<file path="config.mk">
export PLATFORM = sky130hd
export DESIGN_NAME = gpio_irq_bank
export DESIGN_NICKNAME = d
export VERILOG_FILES = /design/src/rtl/gpio_irq_pkg.sv /design/src/rtl/gpio_irq_cfg.sv /design/src/rtl/gpio_irq_detect.sv /design/src/rtl/gpio_irq_status.sv /design/src/rtl/gpio_irq_bank.sv
export SDC_FILE = /design/constraint.sdc
export NUM_CORES = 1
export LEC_CHECK = 0
export BUFFER_PORTS_ARGS = -buffer_cell sky130_fd_sc_hd__buf_2
export CAP_MARGIN = 20
export CORE_MARGIN = 2
export CORE_UTILIZATION = 55
export CTS_CLUSTER_DIAMETER = 200
export DETAILED_ROUTE_END_ITERATION = 8
export GPL_ROUTABILITY_DRIVEN = 0
export PLACE_DENSITY = 0.75
export SLEW_MARGIN = 20
export SYNTH_ARGS = -nofsm -noshare
export SYNTH_HDL_FRONTEND = slang
export SYNTH_SLANG_ARGS = --single-unit
</file>
<file path="constraint.sdc">
create_clock -name clk -period 2 [get_ports clk]
set_clock_uncertainty 0.1 [all_clocks]
set_input_delay 0.2 -clock clk [delete_from_list [all_inputs] [get_ports clk]]
set_output_delay 0.2 -clock clk [all_outputs]
set_load 0.01 [all_outputs]
</file>
<file path="src/rtl/gpio_irq_pkg.sv">
package gpio_irq_pkg;
    localparam int BANK_AW = 5;

    typedef enum logic [2:0] {
        SEL_ENABLE = 3'd0,
        SEL_RISEHI = 3'd1,
        SEL_LEVEL  = 3'd2,
        SEL_BOTH   = 3'd3,
        SEL_STATUS = 3'd4
    } reg_sel_e;
endpackage

</file>
<file path="src/rtl/gpio_irq_cfg.sv">
module gpio_irq_cfg #(
    parameter int W = 32
) (
    input  logic                   clk,
    input  logic                   rst_n,
    input  logic                   wr_en,
    input  gpio_irq_pkg::reg_sel_e sel,
    input  logic [W-1:0]           wdata,
    output logic [W-1:0]           en_o,
    output logic [W-1:0]           sel0_o,
    output logic [W-1:0]           sel1_o,
    output logic [W-1:0]           sel2_o
);
    import gpio_irq_pkg::*;

    typedef struct packed {
        logic [W-1:0] en;
        logic [W-1:0] s0;
        logic [W-1:0] s1;
        logic [W-1:0] s2;
    } cfg_t;

    localparam cfg_t CFG_RST = '{en: '0, s0: '0, s1: '0, s2: {W{1'b1}}};

    cfg_t cfg_d, cfg_q;

    always_comb begin
        cfg_d = cfg_q;
        if (wr_en) begin
            case (sel)
                SEL_ENABLE: cfg_d.en = wdata;
                SEL_RISEHI: cfg_d.s0 = wdata;
                SEL_LEVEL:  cfg_d.s1 = wdata;
                SEL_BOTH:   cfg_d.s2 = wdata;
                default:    cfg_d = cfg_q;
            endcase
        end
    end

    always_ff @(posedge clk or negedge rst_n) begin
        if (!rst_n) cfg_q <= CFG_RST;
        else        cfg_q <= cfg_d;
    end

    assign en_o   = cfg_q.en;
    assign sel0_o = cfg_q.s0;
    assign sel1_o = cfg_q.s1;
    assign sel2_o = cfg_q.s2;
endmodule

</file>
<file path="src/rtl/gpio_irq_detect.sv">
module gpio_irq_detect #(
    parameter int W = 32
) (
    input  logic         clk,
    input  logic         rst_n,
    input  logic [W-1:0] pin_i,
    input  logic [W-1:0] sel0_i,
    input  logic [W-1:0] sel1_i,
    input  logic [W-1:0] sel2_i,
    output logic [W-1:0] evt_o
);
    typedef struct packed {
        logic [W-1:0] prev;
        logic         primed;
    } det_t;

    det_t det_d, det_q;

    always_comb begin
        det_d        = det_q;
        det_d.prev   = pin_i;
        det_d.primed = 1'b1;
    end

    always_ff @(posedge clk or negedge rst_n) begin
        if (!rst_n) det_q <= '0;
        else        det_q <= det_d;
    end

    for (genvar i = 0; i < W; i++) begin : g_line
        logic rise, fall, edge_hit, level_hit;
        always_comb begin
            rise      = pin_i[i] & ~det_q.prev[i];
            fall      = ~pin_i[i] & det_q.prev[i];
            edge_hit  = det_q.primed & (sel2_i[i] ? (rise | fall)
                                                  : (sel0_i[i] ? rise : fall));
            level_hit = ~(pin_i[i] ^ sel0_i[i]);
            evt_o[i]  = sel1_i[i] ? level_hit : edge_hit;
        end
    end
endmodule

</file>
<file path="src/rtl/gpio_irq_status.sv">
module gpio_irq_status #(
    parameter int W = 32
) (
    input  logic         clk,
    input  logic         rst_n,
    input  logic [W-1:0] evt_i,
    input  logic [W-1:0] clr_i,
    output logic [W-1:0] sts_o
);
    logic [W-1:0] sts_d, sts_q;

    always_comb begin
        sts_d = (sts_q & ~clr_i) | evt_i;
    end

    always_ff @(posedge clk or negedge rst_n) begin
        if (!rst_n) sts_q <= '0;
        else        sts_q <= sts_d;
    end

    assign sts_o = sts_q;
endmodule

</file>
<file path="src/rtl/gpio_irq_bank.sv">
module gpio_irq_bank #(
    parameter int W = 32
) (
    input  logic                             clk,
    input  logic                             rst_n,
    input  logic [W-1:0]                     pin_i,
    input  logic                             reg_we,
    input  logic [gpio_irq_pkg::BANK_AW-1:0] reg_addr,
    input  logic [W-1:0]                     reg_wdata,
    output logic [W-1:0]                     reg_rdata,
    output logic                             irq_o
);
    import gpio_irq_pkg::*;

    reg_sel_e     sel_w;
    logic         mapped_w;
    logic [W-1:0] en_w, s0_w, s1_w, s2_w, evt_w, sts_w, clr_w;

    always_comb begin
        sel_w    = reg_sel_e'(reg_addr[4:2]);
        mapped_w = (reg_addr[4:2] <= 3'd4);
        clr_w    = (reg_we && sel_w == SEL_STATUS) ? reg_wdata : '0;
    end

    gpio_irq_cfg #(.W(W)) u_cfg (
        .clk(clk), .rst_n(rst_n), .wr_en(reg_we && mapped_w), .sel(sel_w),
        .wdata(reg_wdata), .en_o(en_w), .sel0_o(s0_w), .sel1_o(s1_w), .sel2_o(s2_w)
    );

    gpio_irq_detect #(.W(W)) u_det (
        .clk(clk), .rst_n(rst_n), .pin_i(pin_i), .sel0_i(s0_w),
        .sel1_i(s1_w), .sel2_i(s2_w), .evt_o(evt_w)
    );

    gpio_irq_status #(.W(W)) u_sts (
        .clk(clk), .rst_n(rst_n), .evt_i(evt_w), .clr_i(clr_w), .sts_o(sts_w)
    );

    always_comb begin
        case (sel_w)
            SEL_ENABLE: reg_rdata = en_w;
            SEL_RISEHI: reg_rdata = s0_w;
            SEL_LEVEL:  reg_rdata = s1_w;
            SEL_BOTH:   reg_rdata = s2_w;
            SEL_STATUS: reg_rdata = sts_w;
            default:    reg_rdata = '0;
        endcase
    end

    assign irq_o = |(sts_w & en_w);
endmodule

</file>
==> results of run 1 <==
## metal layers
| layer | wire, um | track usage | share of wire | vias up |
|---|---|---|---|---|
| li1 | - | - | - | 3729 |
| met4 | 483 | 0.0768 | 0.018 | 0 |
| met3 | 1850 | 0.0550 | 0.069 | 41 |
| met5 | 0 | 0 | 0 | - |
| met1 | 11800 | 0.379 | 0.44 | 4032 |
| met2 | 12800 | 0.447 | 0.47 | 314 |
## cell families after synthesis
kind of cell	count (synthesis)	share of synthesized area
buffers and inverters	143	0.0577
and+or+nand+nor	110	0.0466
adders and majority gates	64	0.0767
xor gates and xnor gates	32	0.0268
muxes	160	0.174
other	1	0.000359
AOI/OAI and AO/OA	238	0.152
DFF	193	0.466
## cell usage in the layout, fill, tap and decap left out, drive strengths merged, types with 2 or more instances in the layout
cell and n:
o21ai 64, nor4bb 2, o22ai 31, o211ai 64
clkbuf 22, xnor2 32, mux2 159, buf 142
ha 64, bufinv 2, nor2b 2, nand4 4
dlygate4sd3 65, dfrtp 161, inv 102, dfstp 32
clkinvlp 3, a22oi 78, nand2 96
## worst max-delay path by stage
| stage | startpoint | endpoint | slack (ns) | depth (start not counted) |
|---|---|---|---|---|
| 2_1_floorplan | u_cfg.en_o[23]$_DFFE_PN0P_ | irq_o | 0.49 | 3 |
| 3_3_place_gp | reg_addr[2] | reg_rdata[17] | 0.1 | 6 |
| 3_5_place_dp | reg_addr[2] | reg_rdata[17] | 0.07 | 6 |
| 4_1_cts | u_sts.sts_o[26]$_DFF_PN0_ | irq_o | -0.23 | 4 |
| 5_1_grt | u_cfg.en_o[15]$_DFFE_PN0P_ | irq_o | -0.27 | 4 |
| 6_report | u_sts.sts_o[26]$_DFF_PN0_ | irq_o | -0.26 | 4 |
## flip-flops by register name, summed over array words and instances, names as in the netlist
signal	count
u_det.det_q	33
u_cfg.en_o	32
u_cfg.sel0_o	32
u_cfg.sel1_o	32
u_cfg.sel2_o	32
u_sts.sts_o	32
## worst max-delay path, delay by kind of cell (launching register included)
kind | cells | cell delay (ns)
AOI/OAI and AO/OA | 1 | 0.21
DFF | 1 | 0.40
and+or+nand+nor | 2 | 0.77
buffers and inverters | 1 | 0.14
## timing repair
action / 4_1_cts / 5_1_grt
gates resized for setup: 7 / 5
setup endpoints to repair: 2 / 3
hold buffers: 65 / 0
gates cloned: 0 / 0
pin swaps: 3 / 1
buffers inserted: 4 / 1
endpoints found under the hold margin: 326 / 0
## layout make-up
| type | count | area [um2] | share of cell area |
|---|---|---|---|
| diodes | 1 | 2.50 | 0.000196 |
| clock buffers | 20 | 457 | 0.0358 |
| clock inverters | 12 | 146 | 0.0115 |
| inverters | 96 | 360 | 0.0282 |
| multi-input cells | 605 | 5050 | 0.396 |
| flip-flops and latches | 193 | 4870 | 0.382 |
| well taps | 234 | 293 | 0.0230 |
| repair buffers | 209 | 1580 | 0.123 |
## through the flow
step | utilization | setup slack [ns] | area (um2)
2_1_floorplan | - | 0.494 | 10400
3_3_place_gp | 0.612 | 0.0969 | 11400
3_5_place_dp | 0.612 | 0.0736 | 11400
4_1_cts | 0.682 | -0.232 | 12700
5_1_grt | 0.684 | -0.266 | 12800
6_report | 0.684 | -0.262 | 12800
## power by group through the flow
| stage | clock (W) | sequential, W | combinational (W) |
|---|---|---|---|
| after detailed placement | 0 | 0.00543 | 0.00224 |
| after global routing | 0.00373 | 0.00549 | 0.00268 |
| after CTS | 0.00357 | 0.00537 | 0.00241 |
| final | 0.00354 | 0.00540 | 0.00243 |
| after floorplan | 0 | 0.00519 | 0.00161 |
| after global placement | 0 | 0.00539 | 0.00216 |
==> reports/qor.txt, run 1 <==
======================================================================================================
Data arrival time at the worst-slack endpoint ...........................................      1.96 ns
Number of max-slew violations in the final report .......................................            0
Violated checks ......................................................................... negative setup slack
Area growth syn-to-layout ...............................................................        22.1%
Power consumption .......................................................................     0.0114 W
Leading post-synthesis cells by instance count .......................................... sky130_fd_sc_hd__dfrtp_1, sky130_fd_sc_hd__mux2_2, sky130_fd_sc_hd__inv_1, sky130_fd_sc_hd__nand2_1, sky130_fd_sc_hd__a22oi_1
Via total after detailed routing ........................................................        8,116
Number of DRC violations after detailed-routing iteration 0 .............................          630
Gate Count Post-Synth ...................................................................          941
Detailed placement HPWL .................................................................      17.8 mm
Boundary pin count ......................................................................          105
Outcome ................................................................................. finished with violations
Effective utilization at floorplan ......................................................        0.560
Fraction of the cycle the final worst path needs ........................................         1.13
Routed wire length ......................................................................      26.9 mm
Drt drc .................................................................................            0
Crit path launch type ...................................................................    flip-flop
Final nets ..............................................................................        1,258
Cell area power density .................................................................   891 mW/mm2
GR Util All Layers ......................................................................        0.275
Sequential group share of total power ...................................................        0.475
Ys Warns ................................................................................            0
Setup repair after global routing missed its margin .....................................         true
Via count of the first global-routing pass ..............................................        8,093
Source of the worst register-to-register timing path .................................... u_det.det_q[24]$_DFF_PN0_
Most used standard cell by instance count after synthesis ............................... sky130_fd_sc_hd__dfrtp_1
Data required time of the worst path ....................................................      1.70 ns
Number of placement rows ................................................................           50
Fmax achieved ...........................................................................      442 MHz
CP Class ................................................................................ flip-flop to output pin
Time the worst path needs with I/O delays and setup .....................................      2.26 ns
End of the worst register-to-register path .............................................. u_sts.sts_o[23]$_DFF_PN0_
Flip-flop and latch count after synthesis ...............................................          193
Sw Pwr ..................................................................................    0.00342 W
Crit end category .......................................................................   output pin
Worst Path Max Fanout ...................................................................            2
Die ar. .................................................................................   0.0201 mm2
Pin count of the biggest net entering global routing ....................................           59
Average routed wire per standard cell ...................................................      19.6 um
Clock tree from TritonCTS ...............................................................         done
Die X ...................................................................................       142 um
EDFF count, synth .......................................................................            0
Global-route wire length before repair ..................................................      43.1 mm
Vias per Instance .......................................................................         5.92
Number of fill cells ....................................................................        1,365
Cell-internal power .....................................................................    0.00795 W
IO buf count ............................................................................          102
Share of synthesized area occupied by flip-flops and latches ............................        0.466
FF-to-FF setup slack ....................................................................      0.57 ns
Initial antenna violation count .........................................................            1
Synthesized area per cell ...............................................................     11.1 um2
Path category of the worst min-delay check .............................................. input pin to asynchronous set/reset pin
CP Cell Sequence ........................................................................ a22oi_2, nand4_1, or4_4, buf_6
Fraction of final layout cells with drive strength greater than 1 .......................        0.318
Cell area after technology mapping ......................................................   0.0104 mm2
Clock transition at the register clock pins on the worst setup and hold paths after CTS .      0.08 ns
Overflow after GRT ......................................................................            0
Synth async-reset ratio .................................................................         1.00
Worst-case hold slack ...................................................................     0.116 ns
Worst-case setup margin in the final layout .............................................    -0.262 ns
Number of standard cells in the final layout excluding fillers ..........................        1,370
Number of violations of the max-capacitance limit .......................................            0
Leakage power of the design .............................................................      5.75 nW
Critical path's largest stage delay .....................................................      0.56 ns
Number of sinks handled by clock tree synthesis .........................................          193
ANT nets after route ....................................................................            0
Top post-synthesis cells by area ........................................................ sky130_fd_sc_hd__dfrtp_1, sky130_fd_sc_hd__mux2_2, sky130_fd_sc_hd__dfstp_2, sky130_fd_sc_hd__ha_1, sky130_fd_sc_hd__a22oi_1
Maximum clock insertion buffer count ....................................................            2
Logic pwr share .........................................................................        0.214
Clock power frac ........................................................................        0.311
Synthesized netlist net count ...........................................................        1,077
Switching share of power ................................................................        0.301
Clock buffer count from CTS .............................................................           17
Cell at the slowest stage of the critical path .......................................... sky130_fd_sc_hd__or4_4
Top-area cell type share of the netlist area ............................................        0.386
Worst IR Drop VDD .......................................................................       652 uV
Cell count of the worst reg-to-reg path .................................................            5
Final number of hold-violating endpoints ................................................            0
Cell type contributing the most total cell area after synthesis ......................... sky130_fd_sc_hd__dfrtp_1
Setup TNS ...............................................................................    -0.329 ns
Count of placed standard cells including taps ...........................................        1,267
Count of distinct cell types in the synthesized netlist .................................           30
Final setup violation count .............................................................            2
Height of the die .......................................................................       142 um
Root Driver ............................................................................. sky130_fd_sc_hd__clkbuf_16
Level count of the clock H-tree .........................................................            4
Clock network latency to the later pin of the worst-skew pair ...........................      0.44 ns
Top flip-flop cell by instance count after synthesis .................................... sky130_fd_sc_hd__dfrtp_1
Area of the core region .................................................................   0.0186 mm2
First-pass iteration count of the detailed router .......................................            5
======================================================================================================
Power figures use the tool's default switching activity.
==> inputs of run 2 (changes only) <==
--- a/config.mk
+++ b/config.mk
@@ -6,7 +6,6 @@
 export NUM_CORES = 1
 export LEC_CHECK = 0
 export BUFFER_PORTS_ARGS = -buffer_cell sky130_fd_sc_hd__buf_2
-export CAP_MARGIN = 20
 export CORE_MARGIN = 2
 export CORE_UTILIZATION = 55
 export CTS_CLUSTER_DIAMETER = 200
==> constraint.sdc (replaced) <==
create_clock -name clk -period 2 [get_ports clk]
set_clock_uncertainty 0.1 [all_clocks]
set_input_delay 0.2 -clock clk [delete_from_list [all_inputs] [get_ports clk]]
set_output_delay 0.2 -clock clk [all_outputs]
set_load 0.1 [all_outputs]
==> run 2 against run 1 <==
  * The flow still finishes with violations (negative setup slack)
  * Worst hold slack gained 0.096 ns
  * Fmax shrank 1.2%
  * Combinational power grew 64%
  * Clock-buffer cell count unchanged
  * Wire length up 4.0%
  * Core utilization is 6.7 points higher
  * Worst setup slack worse by 0.028 ns
  * Sequential share of layout area decreased by 3.4 points
  * Clock power is 3% lower
  * Largest power group unchanged
  * Via count is 1.6% higher
  * Sequential power about the same
==> reports/qor.txt, run 2 (synthesized netlist as in run 1, its figures left out) <==
======================================================================================================
Clock network latency to the later pin of the worst-skew pair ...........................      0.44 ns   about the same
GR Util All Layers ......................................................................        0.288   +0.0121
Cell family with most CP delay .......................................................... simple AND/OR/NAND/NOR gates
Power consumption .......................................................................     0.0128 W   +13%
Detailed placement HPWL .................................................................      18.2 mm   +2.4%
Root Driver ............................................................................. sky130_fd_sc_hd__clkbuf_16
Initial antenna violation count .........................................................            0   -1
Number of max-slew violations in the final report .......................................            0   unchanged
Crit path launch type ...................................................................    flip-flop
Top register by number of flip-flops ....................................................  u_det.det_q
Effective utilization at floorplan ......................................................        0.560   unchanged
IO buf count ............................................................................          102   unchanged
Maximum clock insertion buffer count ....................................................            2   unchanged
Final nets ..............................................................................        1,284   +2.1%
Source of the worst register-to-register timing path .................................... u_det.det_q[26]$_DFF_PN0_
Fraction of final layout cells with drive strength greater than 1 .......................        0.383   +0.0652
Global-route wire length before repair ..................................................      44.9 mm   +4.1%
Number of standard cells in the final layout excluding fillers ..........................        1,395   +1.8%
Data arrival time at the worst-slack endpoint ...........................................      1.99 ns   +0.03 ns
Bufs and invs on worst path .............................................................            1   unchanged
Via count of the first global-routing pass ..............................................        8,704   +7.5%
Time the worst path needs with I/O delays and setup .....................................      2.29 ns   +0.0276 ns
Worst Path Max Fanout ...................................................................            3   +1
Worst IR Drop VDD .......................................................................       670 uV   +2.7%
First-pass iteration count of the detailed router .......................................            6   +1
Level count of the clock H-tree .........................................................            4   unchanged
Die ar. .................................................................................   0.0201 mm2   unchanged
Clock buffer count from CTS .............................................................           17   unchanged
Area growth syn-to-layout ...............................................................        34.0%
Drt drc .................................................................................            0   unchanged
Clock transition at the register clock pins on the worst setup and hold paths after CTS .      0.07 ns   about the same
Most common library cell in the layout ignoring fill and taps ........................... sky130_fd_sc_hd__dfrtp_1
Setup repair after global routing missed its margin .....................................         true
Number of fill cells ....................................................................        1,140   -16%
Overflow after GRT ......................................................................            0   unchanged
Antenna diodes ..........................................................................            0   -1
Number of violations of the max-capacitance limit .......................................            0   unchanged
Fmax achieved ...........................................................................      437 MHz   -1.2%
Height of the die .......................................................................       142 um   unchanged
Pin count of the biggest net entering global routing ....................................           57   -3.4%
CP Cell Sequence ........................................................................ a22oi_2, nand4_1, or4_4, buf_12
Fraction of the cycle the final worst path needs ........................................         1.14   +0.0138
Routed wire length ......................................................................      28.0 mm   +4.0%
Outcome ................................................................................. finished with violations
Most frequent cells in the layout ....................................................... sky130_fd_sc_hd__dfrtp_1, sky130_fd_sc_hd__mux2_2, sky130_fd_sc_hd__inv_1, sky130_fd_sc_hd__nand2_1, sky130_fd_sc_hd__buf_2
Boundary pin count ......................................................................          105   unchanged
Average routed wire per standard cell ...................................................      20.1 um   +2.1%
Critical path's largest stage delay .....................................................      0.57 ns   about the same
Number of placement rows ................................................................           50   unchanged
Data required time of the worst path ....................................................      1.70 ns   about the same
Number of DRC violations after detailed-routing iteration 0 .............................          488   -23%
Cell area power density .................................................................   916 mW/mm2   +2.8%
CP Class ................................................................................ flip-flop to output pin
Cell count of the worst reg-to-reg path .................................................            5   unchanged
Number of sinks handled by clock tree synthesis .........................................          193   unchanged
End of the worst register-to-register path .............................................. u_sts.sts_o[25]$_DFF_PN0_
Final number of hold-violating endpoints ................................................            0   unchanged
ANT nets after route ....................................................................            0   unchanged
Count of placed standard cells including taps ...........................................        1,288   +1.7%
Path category of the worst min-delay check .............................................. input pin to asynchronous set/reset pin
Crit end category .......................................................................   output pin
Flip-flop count of the largest register, all copies and words added .....................           33   unchanged
Violated checks ......................................................................... negative setup slack
Clock tree from TritonCTS ...............................................................         done
Via total after detailed routing ........................................................        8,244   +1.6%
Leakage power of the design .............................................................      6.08 nW   +5.6%
FF-to-FF setup slack ....................................................................      0.61 ns   +0.04 ns
Worst-case setup margin in the final layout .............................................    -0.290 ns   -0.0276 ns
Die X ...................................................................................       142 um   unchanged
Area of the core region .................................................................   0.0186 mm2   unchanged
Cell at the slowest stage of the critical path .......................................... sky130_fd_sc_hd__or4_4
Final setup violation count .............................................................            2   unchanged
Vias per Instance .......................................................................         5.91   -0.24%
======================================================================================================
run 2: cell count changes in the layout (fill, tap and decap cells not counted), sizes merged:
cell | before | now
buf | 142 | 169
clkbuf | 22 | 21
clkinv | 1 | 5
diode | 1 | 0
inv | 102 | 98
run 2: routing by layer:
layer / part of all wire / vias to the layer above / global-route usage
met4: 0.017 / 0 / 0.110
met5: 0 / - / 0
li1: - / 3786 / -
met3: 0.052 / 39 / 0.0564
met1: 0.43 / 4142 / 0.379
met2: 0.50 / 277 / 0.473
run 2: final cells by class:
cell class	count	area (um2)	area share
Sequential cell	193	4870	0.348
Clock inverter	12	133	0.00947
Tap cell	234	293	0.0209
Timing Repair Buffer	235	2300	0.164
Clock buffer	20	457	0.0326
Inverter	96	360	0.0257
Multi-Input combinational cell	605	5590	0.399
run 2: per-stage QoR:
stage          setup slack [ns]  instance area [um2]  TNS, ns   util  hold slack (ns)
3_5_place_dp            -0.0410                12500  -0.0410  0.669            0.114
4_1_cts                  -0.292                13800   -0.446  0.742            0.213
5_1_grt                  -0.340                14000   -0.624  0.751            0.233
2_1_floorplan            -0.104                10900   -0.104      -           -0.196
3_3_place_gp            -0.0355                12500  -0.0355  0.669            0.115
6_report                 -0.290                14000   -0.424  0.751            0.212
run 2: what timing repair did:
action,in CTS,in global routing
hold buffers,65,0
gates cloned,0,0
setup endpoints to repair,8,25
pin swaps,4,5
setup buffers,2,8
hold endpoints to repair,210,0
resized for setup,20,24
run 2: how the worst max path moves through the flow:
stage | startpoint | endpoint | cells after the start
6_report | u_cfg.en_o[9]$_DFFE_PN0P_ | irq_o | 4
5_1_grt | u_cfg.en_o[27]$_DFFE_PN0P_ | irq_o | 4
3_5_place_dp | u_cfg.en_o[25]$_DFFE_PN0P_ | irq_o | 4
3_3_place_gp | u_cfg.en_o[25]$_DFFE_PN0P_ | irq_o | 4
4_1_cts | u_sts.sts_o[28]$_DFF_PN0_ | irq_o | 4
2_1_floorplan | reg_addr[2] | reg_rdata[0] | 5
run 2: power breakdown:
group	total (W)	internal, W	switching [W]	leakage (nW)
Combinational	0.00399	0.00191	0.00208	3.63
Clock	0.00345	0.00192	0.00154	0.283
Sequential	0.00539	0.00466	0.000725	2.17
Total	0.0128	0.00849	0.00434	6.08
run 2: worst register-to-register path: cells and delay by family (launching register included):
kind / cells / cell delay (ns)
adder cells (fa/ha/maj): 1 / 0.18
multiplexers: 1 / 0.28
AO/OA/AOI/OAI: 2 / 0.29
flip-flops: 1 / 0.36
buffers and inverters: 1 / 0.05
